<file path="config.mk">
export PLATFORM = sky130hd
export DESIGN_NAME = press_pulse_filter
export DESIGN_NICKNAME = d
export VERILOG_FILES = /design/src/rtl/press_pulse_filter_pkg.sv /design/src/rtl/ppf_sync.sv /design/src/rtl/ppf_hold_counter.sv /design/src/rtl/ppf_edge_strobe.sv /design/src/rtl/press_pulse_filter.sv
export SDC_FILE = /design/constraint.sdc
export NUM_CORES = 1
export LEC_CHECK = 0
export BUFFER_PORTS_ARGS = -buffer_cell sky130_fd_sc_hd__buf_2
export CORE_ASPECT_RATIO = 1.5
export CORE_UTILIZATION = 40
export CTS_CLUSTER_SIZE = 40
export DETAILED_ROUTE_END_ITERATION = 16
export GPL_TIMING_DRIVEN = 0
export SYNTH_ARGS = -nofsm -noshare
export SYNTH_HDL_FRONTEND = slang
export SYNTH_SLANG_ARGS = --single-unit
</file>
<file path="constraint.sdc">
create_clock -name clk -period 1.98 [get_ports clk]
set_input_delay 0.297 -clock clk [delete_from_list [all_inputs] [get_ports clk]]
set_output_delay 0.297 -clock clk [all_outputs]
set_load 0.02 [all_outputs]
</file>
<file path="src/rtl/press_pulse_filter_pkg.sv">
package press_pulse_filter_pkg;
   // Width of a counter that must hold values 0 .. n-1, at least one bit.
   function automatic int unsigned cnt_width(input longint unsigned n);
      int unsigned w;
      w = 1;
      while ((longint'(1) << w) < n) w++;
      return w;
   endfunction
endpackage

</file>
<file path="src/rtl/ppf_sync.sv">
// Multi-stage synchroniser for the asynchronous button level.
module ppf_sync #(
   parameter int unsigned STAGES = 2
) (
   input  logic clk,
   input  logic rst_n,
   input  logic d_async,
   output logic q_sync
);
   logic [STAGES-1:0] chain;

   generate
      for (genvar g = 0; g < STAGES; g++) begin : g_stage
         if (g == 0) begin : g_first
            always_ff @(posedge clk or negedge rst_n)
               if (!rst_n) chain[0] <= 1'b0;
               else        chain[0] <= d_async;
         end else begin : g_next
            always_ff @(posedge clk or negedge rst_n)
               if (!rst_n) chain[g] <= 1'b0;
               else        chain[g] <= chain[g-1];
         end
      end
   endgenerate

   assign q_sync = chain[STAGES-1];
endmodule

</file>
<file path="src/rtl/ppf_hold_counter.sv">
// Saturating hold counter: counts edges with level high, clears on low.
module ppf_hold_counter #(
   parameter longint unsigned HOLD = 6,
   parameter int unsigned     W    = 3
) (
   input  logic         clk,
   input  logic         rst_n,
   input  logic         level,
   output logic [W-1:0] count,
   output logic         at_top
);
   localparam logic [W-1:0] TOP = W'(HOLD - 1);

   always_ff @(posedge clk or negedge rst_n) begin
      if (!rst_n)             count <= '0;
      else if (!level)        count <= '0;
      else if (count != TOP)  count <= count + 1'b1;
   end

   // terminal-count comparator, purely combinational
   assign at_top = (count == TOP);

   p_clear_on_low_r2: assert property (@(posedge clk) disable iff (!rst_n)
      !level |=> count == '0);
   p_step_up_r2: assert property (@(posedge clk) disable iff (!rst_n)
      (level && count != TOP) |=> count == $past(count) + 1'b1);
   p_park_at_top_r5: assert property (@(posedge clk) disable iff (!rst_n)
      (level && count == TOP) |=> count == TOP);
   p_in_range_r8: assert property (@(posedge clk) disable iff (!rst_n)
      count <= TOP);
endmodule

</file>
<file path="src/rtl/ppf_edge_strobe.sv">
// Rising-edge detector on the terminal-count flag; history flop has no reset.
module ppf_edge_strobe (
   input  logic clk,
   input  logic rst_n,
   input  logic flag,
   output logic stb
);
   logic flag_q;

   always_ff @(posedge clk)
      flag_q <= flag;

   assign stb = flag & ~flag_q;

   p_one_wide_r4: assert property (@(posedge clk) disable iff (!rst_n)
      stb |=> !stb);
endmodule

</file>
<file path="src/rtl/press_pulse_filter.sv">
module press_pulse_filter #(
   parameter longint unsigned HOLD_CYCLES = 50_000_000,
   parameter int unsigned     SYNC_STAGES = 2
) (
   input  logic clk,
   input  logic rst_n,
   input  logic btn_raw,
   output logic press_stb
);
   import press_pulse_filter_pkg::*;

   localparam int unsigned CW = cnt_width(HOLD_CYCLES);
   localparam logic [CW-1:0] TOP = CW'(HOLD_CYCLES - 1);

   generate
      if (HOLD_CYCLES < 2) begin : g_bad_hold
         $error("press_pulse_filter: HOLD_CYCLES must be at least 2");
      end
      if (SYNC_STAGES < 2) begin : g_bad_sync
         $error("press_pulse_filter: SYNC_STAGES must be at least 2");
      end
   endgenerate

   logic          lvl;
   logic [CW-1:0] cnt;
   logic          top;

   ppf_sync #(.STAGES(SYNC_STAGES)) u_sync (
      .clk     (clk),
      .rst_n   (rst_n),
      .d_async (btn_raw),
      .q_sync  (lvl)
   );

   ppf_hold_counter #(.HOLD(HOLD_CYCLES), .W(CW)) u_cnt (
      .clk    (clk),
      .rst_n  (rst_n),
      .level  (lvl),
      .count  (cnt),
      .at_top (top)
   );

   ppf_edge_strobe u_edge (
      .clk   (clk),
      .rst_n (rst_n),
      .flag  (top),
      .stb   (press_stb)
   );

   p_strobe_at_top_r3: assert property (@(posedge clk) disable iff (!rst_n)
      press_stb |-> cnt == TOP);
   p_strobe_needs_level_r5: assert property (@(posedge clk) disable iff (!rst_n)
      press_stb |-> $past(lvl));
   p_quiet_in_reset_r7: assert property (@(posedge clk)
      !rst_n |-> !press_stb);
endmodule

</file>
[Yosys cells after proc, flatten, opt, wreduce, memory -nomap -nowiden]
Index checks and enable logic that the tools add are counted.
Word-level totals
  input bits: 3
  output and inout bits: 1
  register bits after elaboration: 29
  logic and storage cells: 12
Operators by class
  add/sub/neg operators: 1
  equality and inequality tests: 3
  bitwise operators: 2
  mux-type cells: 2
Operators with widths (count)
  2-to-1 mux 26 bit: 2
  adder 26 x 1 -> 26 bit (second input constant): 1
  equality test 26 bit (second input constant): 1
  != test 26 bit (second input constant): 1
  != test 2 x 1 -> 1 bit (second input constant): 1
  AND 1 bit: 1
  NOT 1 bit: 1

[Longest topological paths before layout]
Gate-level depths: netlist (run 1).
  depth after elaboration: 3
  gate-level depth with buffers: 6
  depth with buffers taken out: 5

[Modules after synthesis]
From an unflattened synthesis (run 1), not the netlist that was laid out.
Unflattened totals
  cells, all modules: 168
  area, all modules: 1547.7 µm²
By module, submodules not included
  ppf_hold_counter: times used 1, area each 1463.9 µm², sequential area each 650.6 µm², cells an instance 164
  ppf_sync: times used 1, area each 50.0 µm², sequential area each 50.0 µm², cells an instance 2
  ppf_edge_strobe: times used 1, area each 33.8 µm², sequential area each 20.0 µm², cells an instance 2

[Worst setup path after synthesis (run 1)]
Ideal clock, no wire load.
  path kind: register -> register
  start point: reg u_cnt.count[0]
  end point: reg u_cnt.count[24]
  cell stages (with the launch flop): 7
  path buffers: 1
  clock period less this slack: 2060 ps
  setup time: 78 ps
  setup slack: -80 ps
  arrival: 1982 ps
  required time: 1902 ps
  path through: dfrtp_1 > ha_1 > nand3_2 > or4_4 > buf_6 > or4_1 > a21oi_1
On the way
  word-level cells in the longest chain between the ends: 3
  elaborated cells on any way between the ends: 5
  classes of those cells: add/sub: 1; eq/ne: 2; mux: 2
RTL lines
  from (decl): RTL line ppf_hold_counter.sv:9  | output logic [W-1:0] count,
  from (signal assigned): RTL line ppf_hold_counter.sv:17  | else if (count != TOP) count <= count + 1'b1;
  adder 26 x 1 -> 26 bit: RTL line ppf_hold_counter.sv:17
  2-to-1 mux 26 bit: RTL line ppf_hold_counter.sv:17
  2-to-1 mux 26 bit: RTL line ppf_hold_counter.sv:16  | else if (!level) count <= '0;
Parallel ways exist; a longest one is shown, timed or not. The select of a mux whose other input is x is not followed.
A chain may end at the register's enable or synchronous reset.

[Final worst setup path (run 1)]
  start point: reg u_cnt.count[6]
  end point: reg u_cnt.count[24]
Same word-level chain as after synthesis.

==> metrics.md, run 1 <==
| Metric | Value |
|---|---|
| Area grow syn2layout | `23.1%` |
| IO Port Bufs | `3` |
| Max Cap Violations | `0` |
| Cells after synthesis | `157` |
| Synth Net Count | `161` |
| Design area | `1850 um^2` |
| Clock latency on the worst-skew pair | `0.28 ns` |
| Peak supply drop | `0.000425 V` |
| Clk buf depth | `2` |
| Total Routing Usage GR | `0.205` |
| Top cells by area, synth | `dfrtp_1, a21oi_1, or4_1` |
| Filler cells | `340` |
| Placer Congestion | `0.782` |
| Number of nets in the layout | `184` |
| Syn avg cell area | `9.59 um^2` |
| Setup violators final | `0` |
| Register area share after synthesis | `0.479` |
| Status | `finished, final reports clean` |
| RSZ-0062 raised after global routing | `true` |
| CP Max Fanout | `6` |
| Crit start category | `flop` |
| Wirelength, routed | `3490 um` |
| Arrival time of the worst setup path | `2.17 ns` |
| Layout cells sized above 1 | `0.249` |
| Final hold vios | `0` |
| Post-synth EDFFs | `0` |
| Die width | `52.1 um` |
| Crit share post-route | `0.995` |
| Slew Viols, Final | `0` |
| Antenna violations before repair | `0` |
| Hpwl dp | `between 2000 and 2500 um` |
| Drt first-iter violations | `39` |
| Top-area cell type share of the netlist area | `0.466` |
| Routed len/inst | `~16 um` |
| Largest net degree at the start of global routing | `29` |
| Crit path max-delay family | `simple AND/OR/NAND/NOR gates` |
| Vias | `1295` |
| Yosys reg bits | `29` |
| Synth Area in Compound Gates | `0.134` |
| Placed insts | `about 200` |
| Post-synthesis xor/xnor area fraction | `0.0349` |
| Worst clock skew | `slightly below 0.006 ns` |
| Worst path required time | `2.18 ns` |
| Utilization after layout | `0.527` |
| Least-Margin Pin Slew | `around 0.64 ns` |
| Hold_buf cts | `0` |
| CP peak stage delay | `0.56 ns` |
| Pwr Density | `between 600 and 700 nW/um^2` |
| Area leader, netlist | `dfrtp_1` |
| Yosys cell types | `33` |
| WHS | `~0.034 ns` |
| Yosys warns | `0` |
| Predominant post-synthesis flop cell | `dfrtp_1` |
| Achievable Freq | `roughly 500 MHz` |
| Ys async rst share | `0.966` |
| Combinational family with the most area after synthesis | `simple AND/OR/NAND/NOR gates` |
| Core footprint | `between 3000 and 4000 um^2` |
| CP cell instances | `nand3_4 -> or4_4 -> buf_6 -> or4_1 -> a21oi_1` |
| Worst hold path type | `primary input to async pin` |
| Num CTS Buffers | `5` |
| Synth Area in Simple Gates | `0.273` |
| Final std cells w/o fill | `roughly 220` |
| TritonCTS clock tree | `done` |
| DR vias/cell | `5.81` |
| Most common cell after layout, fill and taps aside | `dfrtp_1` |
| Root Buffer | `clkbuf_8` |
| Row count | `26` |
| Dpl cell area | `approximately 1600 um^2` |
| CP Class | `flop to flop` |
| # clock sinks | `29` |
| H-tree levels | `2` |
| Initial Util | `0.428` |
| CP max-delay cell | `or4_4` |
| N_diodes | `0` |
| Worst slew margin | `0.576` |
| Residual DRC | `0` |
| Worst path bufs/invs | `1` |
| Crit end category | `flop` |
| Multiplexer area fraction after synthesis | `0.0333` |
| Die H | `77.1 um` |
| Vias in the first global route | `1300` |
| Die area | `4020 um^2` |
| Final Critical Period | `between 1.5 and 2 ns` |
| Number of routed nets with antenna violations | `0` |
| Post-Syn Area | `1510 um^2` |
| Grt total ovfl | `0` |
| Drt pass-1 iters | `4` |
| Pleak | `0.743 nW` |
| Adder-cell share of the synthesized area | `0.00831` |
| Clock Pin Slew Worst Setup and Hold Paths | `0.06 ns` |
| # IOs | `4` |
| Global-route wire length before repair | `~6100 um` |
| Commonest non-fill, non-tap cells in the layout | `dfrtp_1, a21oi_1, buf_4, nand2_1, nand3_1` |
where the power goes:
group	switching (mW)	leakage (nW)	internal, mW
clock	0.220	0.0542	0.313
sequential	0.00759	0.387	0.599
combinational	0.0318	0.302	0.0209
total	0.259	0.743	0.934
cells in the mapped netlist, drive strengths merged (2+ instances only):
library cell / count
clkbuf: 6
nor3: 2
o31ai: 7
o21ai: 5
dfrtp: 28
nor4: 2
nand3: 12
xor2: 2
nand4: 5
nand2: 13
xnor2: 4
nand2b: 5
mux2i: 5
and4: 5
buf: 2
or3: 4
nor2: 8
a21oi: 17
and3: 2
inv: 5
or4: 10
logic make-up after synthesis:
| logic type | count (synthesis) |
|---|---|
| multiplexers | 5 |
| adder cells (fa/ha/maj) | 1 |
| AND/OR/NAND/NOR | 69 |
| buffers and inverters | 13 |
| AO/OA/AOI/OAI | 34 |
| flip-flops | 29 |
| XOR/XNOR | 6 |
worst paths after layout:
check | cells past startpoint | start | to | slack [ns]
max in group asynchronous | 1 | rst_n | u_cnt.count[8] | 1.49
min in group clk | 1 | btn_raw | u_sync.chain[0] | 0.12
max | 5 | u_cnt.count[6] | u_cnt.count[24] | 0.01
max reg2reg | 5 | u_cnt.count[6] | u_cnt.count[24] | 0.01
min reg2reg | 0 | u_sync.chain[0] | u_sync.q_sync | 0.36
min | 1 | rst_n | u_cnt.count[1] | 0.03
layout make-up:
class	instances	area, um^2	area share
inverter	5	18.8	0.0101
tap	42	52.6	0.0284
buffer	6	37.5	0.0203
multi-input combinational	115	788	0.425
sequential	29	724	0.391
clock buffer	7	96.3	0.0520
timing repair buffer	18	130	0.0702
clock inverter	1	5.00	0.00270
per-layer routing:
layer | track usage | vias up | wire length [um]
met3 | 0.0536 | 7 | 75
met2 | 0.335 | 14 | 1860
met5 | 0 | - | 0
met4 | 0.0973 | 0 | 63
li1 | - | 626 | -
met1 | 0.243 | 648 | 1500
per-stage QoR:
stage               TNS, ns  power (mW)  worst slack (ns)
floorplan                 0       0.638            0.0392
global placement     -0.407       0.657            -0.163
detailed placement   -0.651       0.659            -0.237
CTS                 -0.0415        1.21           -0.0173
global route         -0.258        1.25           -0.0822
finish                    0        1.19            0.0100
sequential cells by signal (all words and copies together) (netlist names):
register / cells
u_cnt.count: 26
u_sync.chain: 1
u_sync.q_sync: 1
u_edge.flag_q: 1
timing repair:
item / CTS / global route
pin swaps: 4 / 3
gates resized for setup: 17 / 2
setup endpoints to repair: 7 / 5
setup buffers: 8 / 7
No activity file was read; power rests on OpenSTA's default activity.
==> run 2, diff against run 1 <==
Settings changed: ABC_AREA from default to 1.
==> metrics.md, run 2 <==
| Metric | Value |
|---|---|
| Final Critical Period | `1.87 ns` |
| TritonCTS clock tree | `done` |
| Placer Congestion | `0.866` |
| Worst hold path type | `primary input to async pin` |
| Post-Syn Area | `between 1500 and 2000 um^2` |
| Grt total ovfl | `0` |
| RSZ-0062 raised after global routing | `false` |
| Number of routed nets with antenna violations | `0` |
| Most common cell after layout, fill and taps aside | `nand2_1` |
| Pleak | `0.829 nW` |
| Drt first-iter violations | `65` |
| TNS Setup | `0 ns` |
| Worst path required time | `around 1.7 ns` |
| CP Class | `flop to primary output` |
| Post-synth EDFFs | `0` |
| Worst clock skew | `0.00379 ns` |
| # clock sinks | `29` |
| H-tree levels | `2` |
| Setup violators final | `0` |
| Top-count cell post-synth | `nand2_1` |
| Number of flip-flops in the largest register | `26` |
| Register with the most flip-flops | `u_cnt.count` |
| Clock Pin Slew Worst Setup and Hold Paths | `0.06 ns` |
| Filler cells | `449` |
| Pwr Density | `590 nW/um^2` |
| Register area share after synthesis | `0.408` |
| Clock latency on the worst-skew pair | `0.28 ns` |
| Area grow syn2layout | `12.4%` |
| Wirelength, routed | `4350 um` |
| Predominant post-synthesis flop cell | `dfrtp_1` |
| Flip-flop and latch area | `722 um^2` |
| Antenna violations before repair | `0` |
| Root Buffer | `clkbuf_8` |
| Initial Util | `0.416` |
| Vias in the first global route | `about 1600` |
| Ys async rst share | `0.966` |
| Yosys reg bits | `29` |
| Worst slew margin | `0.566` |
| Commonest non-fill, non-tap cells in the layout | `nand2_1, nor2_1, dfrtp_1, inv_1, nand3_1` |
| Dpl ws | `0.0313 ns` |
| Multi-input gate area | `953 um^2` |
| Die area | `4700 um^2` |
| Most instantiated cells after synthesis | `nand2_1, nor2_1, dfrtp_1` |
| Global-route wire length before repair | `7460 um` |
| Yosys cell types | `24` |
| IO Port Bufs | `3` |
| Cells after synthesis | `260` |
| Vias | `about 1600` |
| Crit end category | `primary output` |
| Top-area cell type share of the netlist area | `0.396` |
| Die width | `56.3 um` |
| Arrival time of the worst setup path | `1.58 ns` |
| CP Max Fanout | `3` |
| Area leader, netlist | `dfrtp_1` |
| Die H | `83.4 um` |
| Status | `finished, final reports clean` |
| Routed len/inst | `13.5 um` |
| Max Cap Violations | `0` |
| Least-Margin Pin Slew | `around 0.65 ns` |
| Number of nets in the layout | `between 200 and 300` |
| Top cells by area, synth | `dfrtp_1, nand2_1, nor2_1` |
| Yosys warns | `0` |
| # IOs | `4` |
| Largest net degree at the start of global routing | `29` |
| Final worst slack | `0.106 ns` |
| Layout cells sized above 1 | `0.145` |
| Hpwl dp | `about 3200 um` |
| DR vias/cell | `around 4.9` |
| Syn avg cell area | `6.80 um^2` |
| Peak supply drop | `0.000468 V` |
| Clk buf depth | `2` |
| Crit start category | `flop` |
| N_diodes | `0` |
| Residual DRC | `0` |
| Crit share post-route | `0.947` |
| Achievable Freq | `533 MHz` |
| Num CTS Buffers | `5` |
| Core footprint | `4250 um^2` |
| Row count | `29` |
| Total Routing Usage GR | `0.210` |
| Final hold vios | `0` |
| Synth Net Count | `264` |
| Drt pass-1 iters | `5` |
| Slew Viols, Final | `0` |
-- run 2: cell types whose count changed after synthesis, sizes merged, moves of 7 or more --
cell   delta
a21oi    -13
or4      -10
nor2     +60
nand3    +11
nand2    +78
o31ai     -7
inv      +17
-- run 2: kinds of logic (layout without fill, tap and decap cells) --
logic type | count (synthesis) | after routing | share of synthesized area
xor+xnor | 5 | 5 | 0.0248
simple gates | 194 | 194 | 0.481
compound gates | 6 | 6 | 0.0170
buf+inv | 25 | 41 | 0.0630
fa+ha+maj | 1 | 1 | 0.00708
flops | 29 | 29 | 0.408
-- run 2: area by class of cell --
cell class              count  share of cell area
flip-flops and latches     29               0.363
plain buffers               3              0.0145
inverters                  22              0.0416
repair buffers              8              0.0264
well taps                  46              0.0290
multi-input cells         206               0.480
clock buffers               8              0.0453
-- run 2: stage by stage --
| stage | hold slack [ns] | std cells | power, mW | instance area (um^2) | utilization |
|---|---|---|---|---|---|
| after floorplan | 0.00141 | 260 | 0.641 | 1770 | - |
| after global placement | 0.338 | 309 | 0.665 | 1840 | 0.434 |
| after detailed placement | 0.344 | 309 | 0.666 | 1840 | 0.434 |
| after CTS | 0.0714 | 320 | 1.18 | 1970 | 0.463 |
| after global routing | 0.102 | 322 | 1.22 | 1990 | 0.468 |
| final | 0.0386 | 322 | 1.17 | 1990 | 0.468 |
-- run 2: final timing paths --
check / slack (ns) / startpoint / cells past startpoint / to
max: 0.11 / u_cnt.count[1] / 6 / press_stb
min: 0.04 / rst_n / 1 / u_cnt.count[15]
max reg2reg: 0.54 / u_cnt.count[1] / 8 / u_cnt.count[7]
min reg2reg: 0.36 / u_sync.chain[0] / 0 / u_sync.q_sync
max in group asynchronous: 1.47 / rst_n / 1 / u_cnt.count[0]
min in group clk: 0.12 / btn_raw / 1 / u_sync.chain[0]
-- run 2: where the power goes --
part	switching (mW)	leakage, nW	internal (mW)	total [mW]
sequential	0.00701	0.391	0.600	0.607
clock	0.224	0.0455	0.283	0.507
combinational	0.0376	0.392	0.0221	0.0598
total	0.268	0.829	0.905	1.17
-- run 2: per-layer routing --
layer	wire [um]	vias to the layer above	GRT usage
met4	85	0	0.0820
met5	0	-	0
met2	2350	26	0.399
met3	118	7	0.0327
met1	1800	730	0.224
li1	-	829	-
-- run 2: critical path, cell delays in order (launching register included) --
cell and delay, ns:
dfrtp_1 0.40, ha_4 0.16, nand3_2 0.13, nor2_4 0.14
nand3_2 0.11, nor3_1 0.17, buf_2 0.19
-- run 2: timing repair --
item / CTS / global route
resized for setup: 3 / 1
setup buffers: 3 / 2
pin swaps: 1 / 2
hold buffers: 0 / 0
setup endpoints to repair: 1 / 1
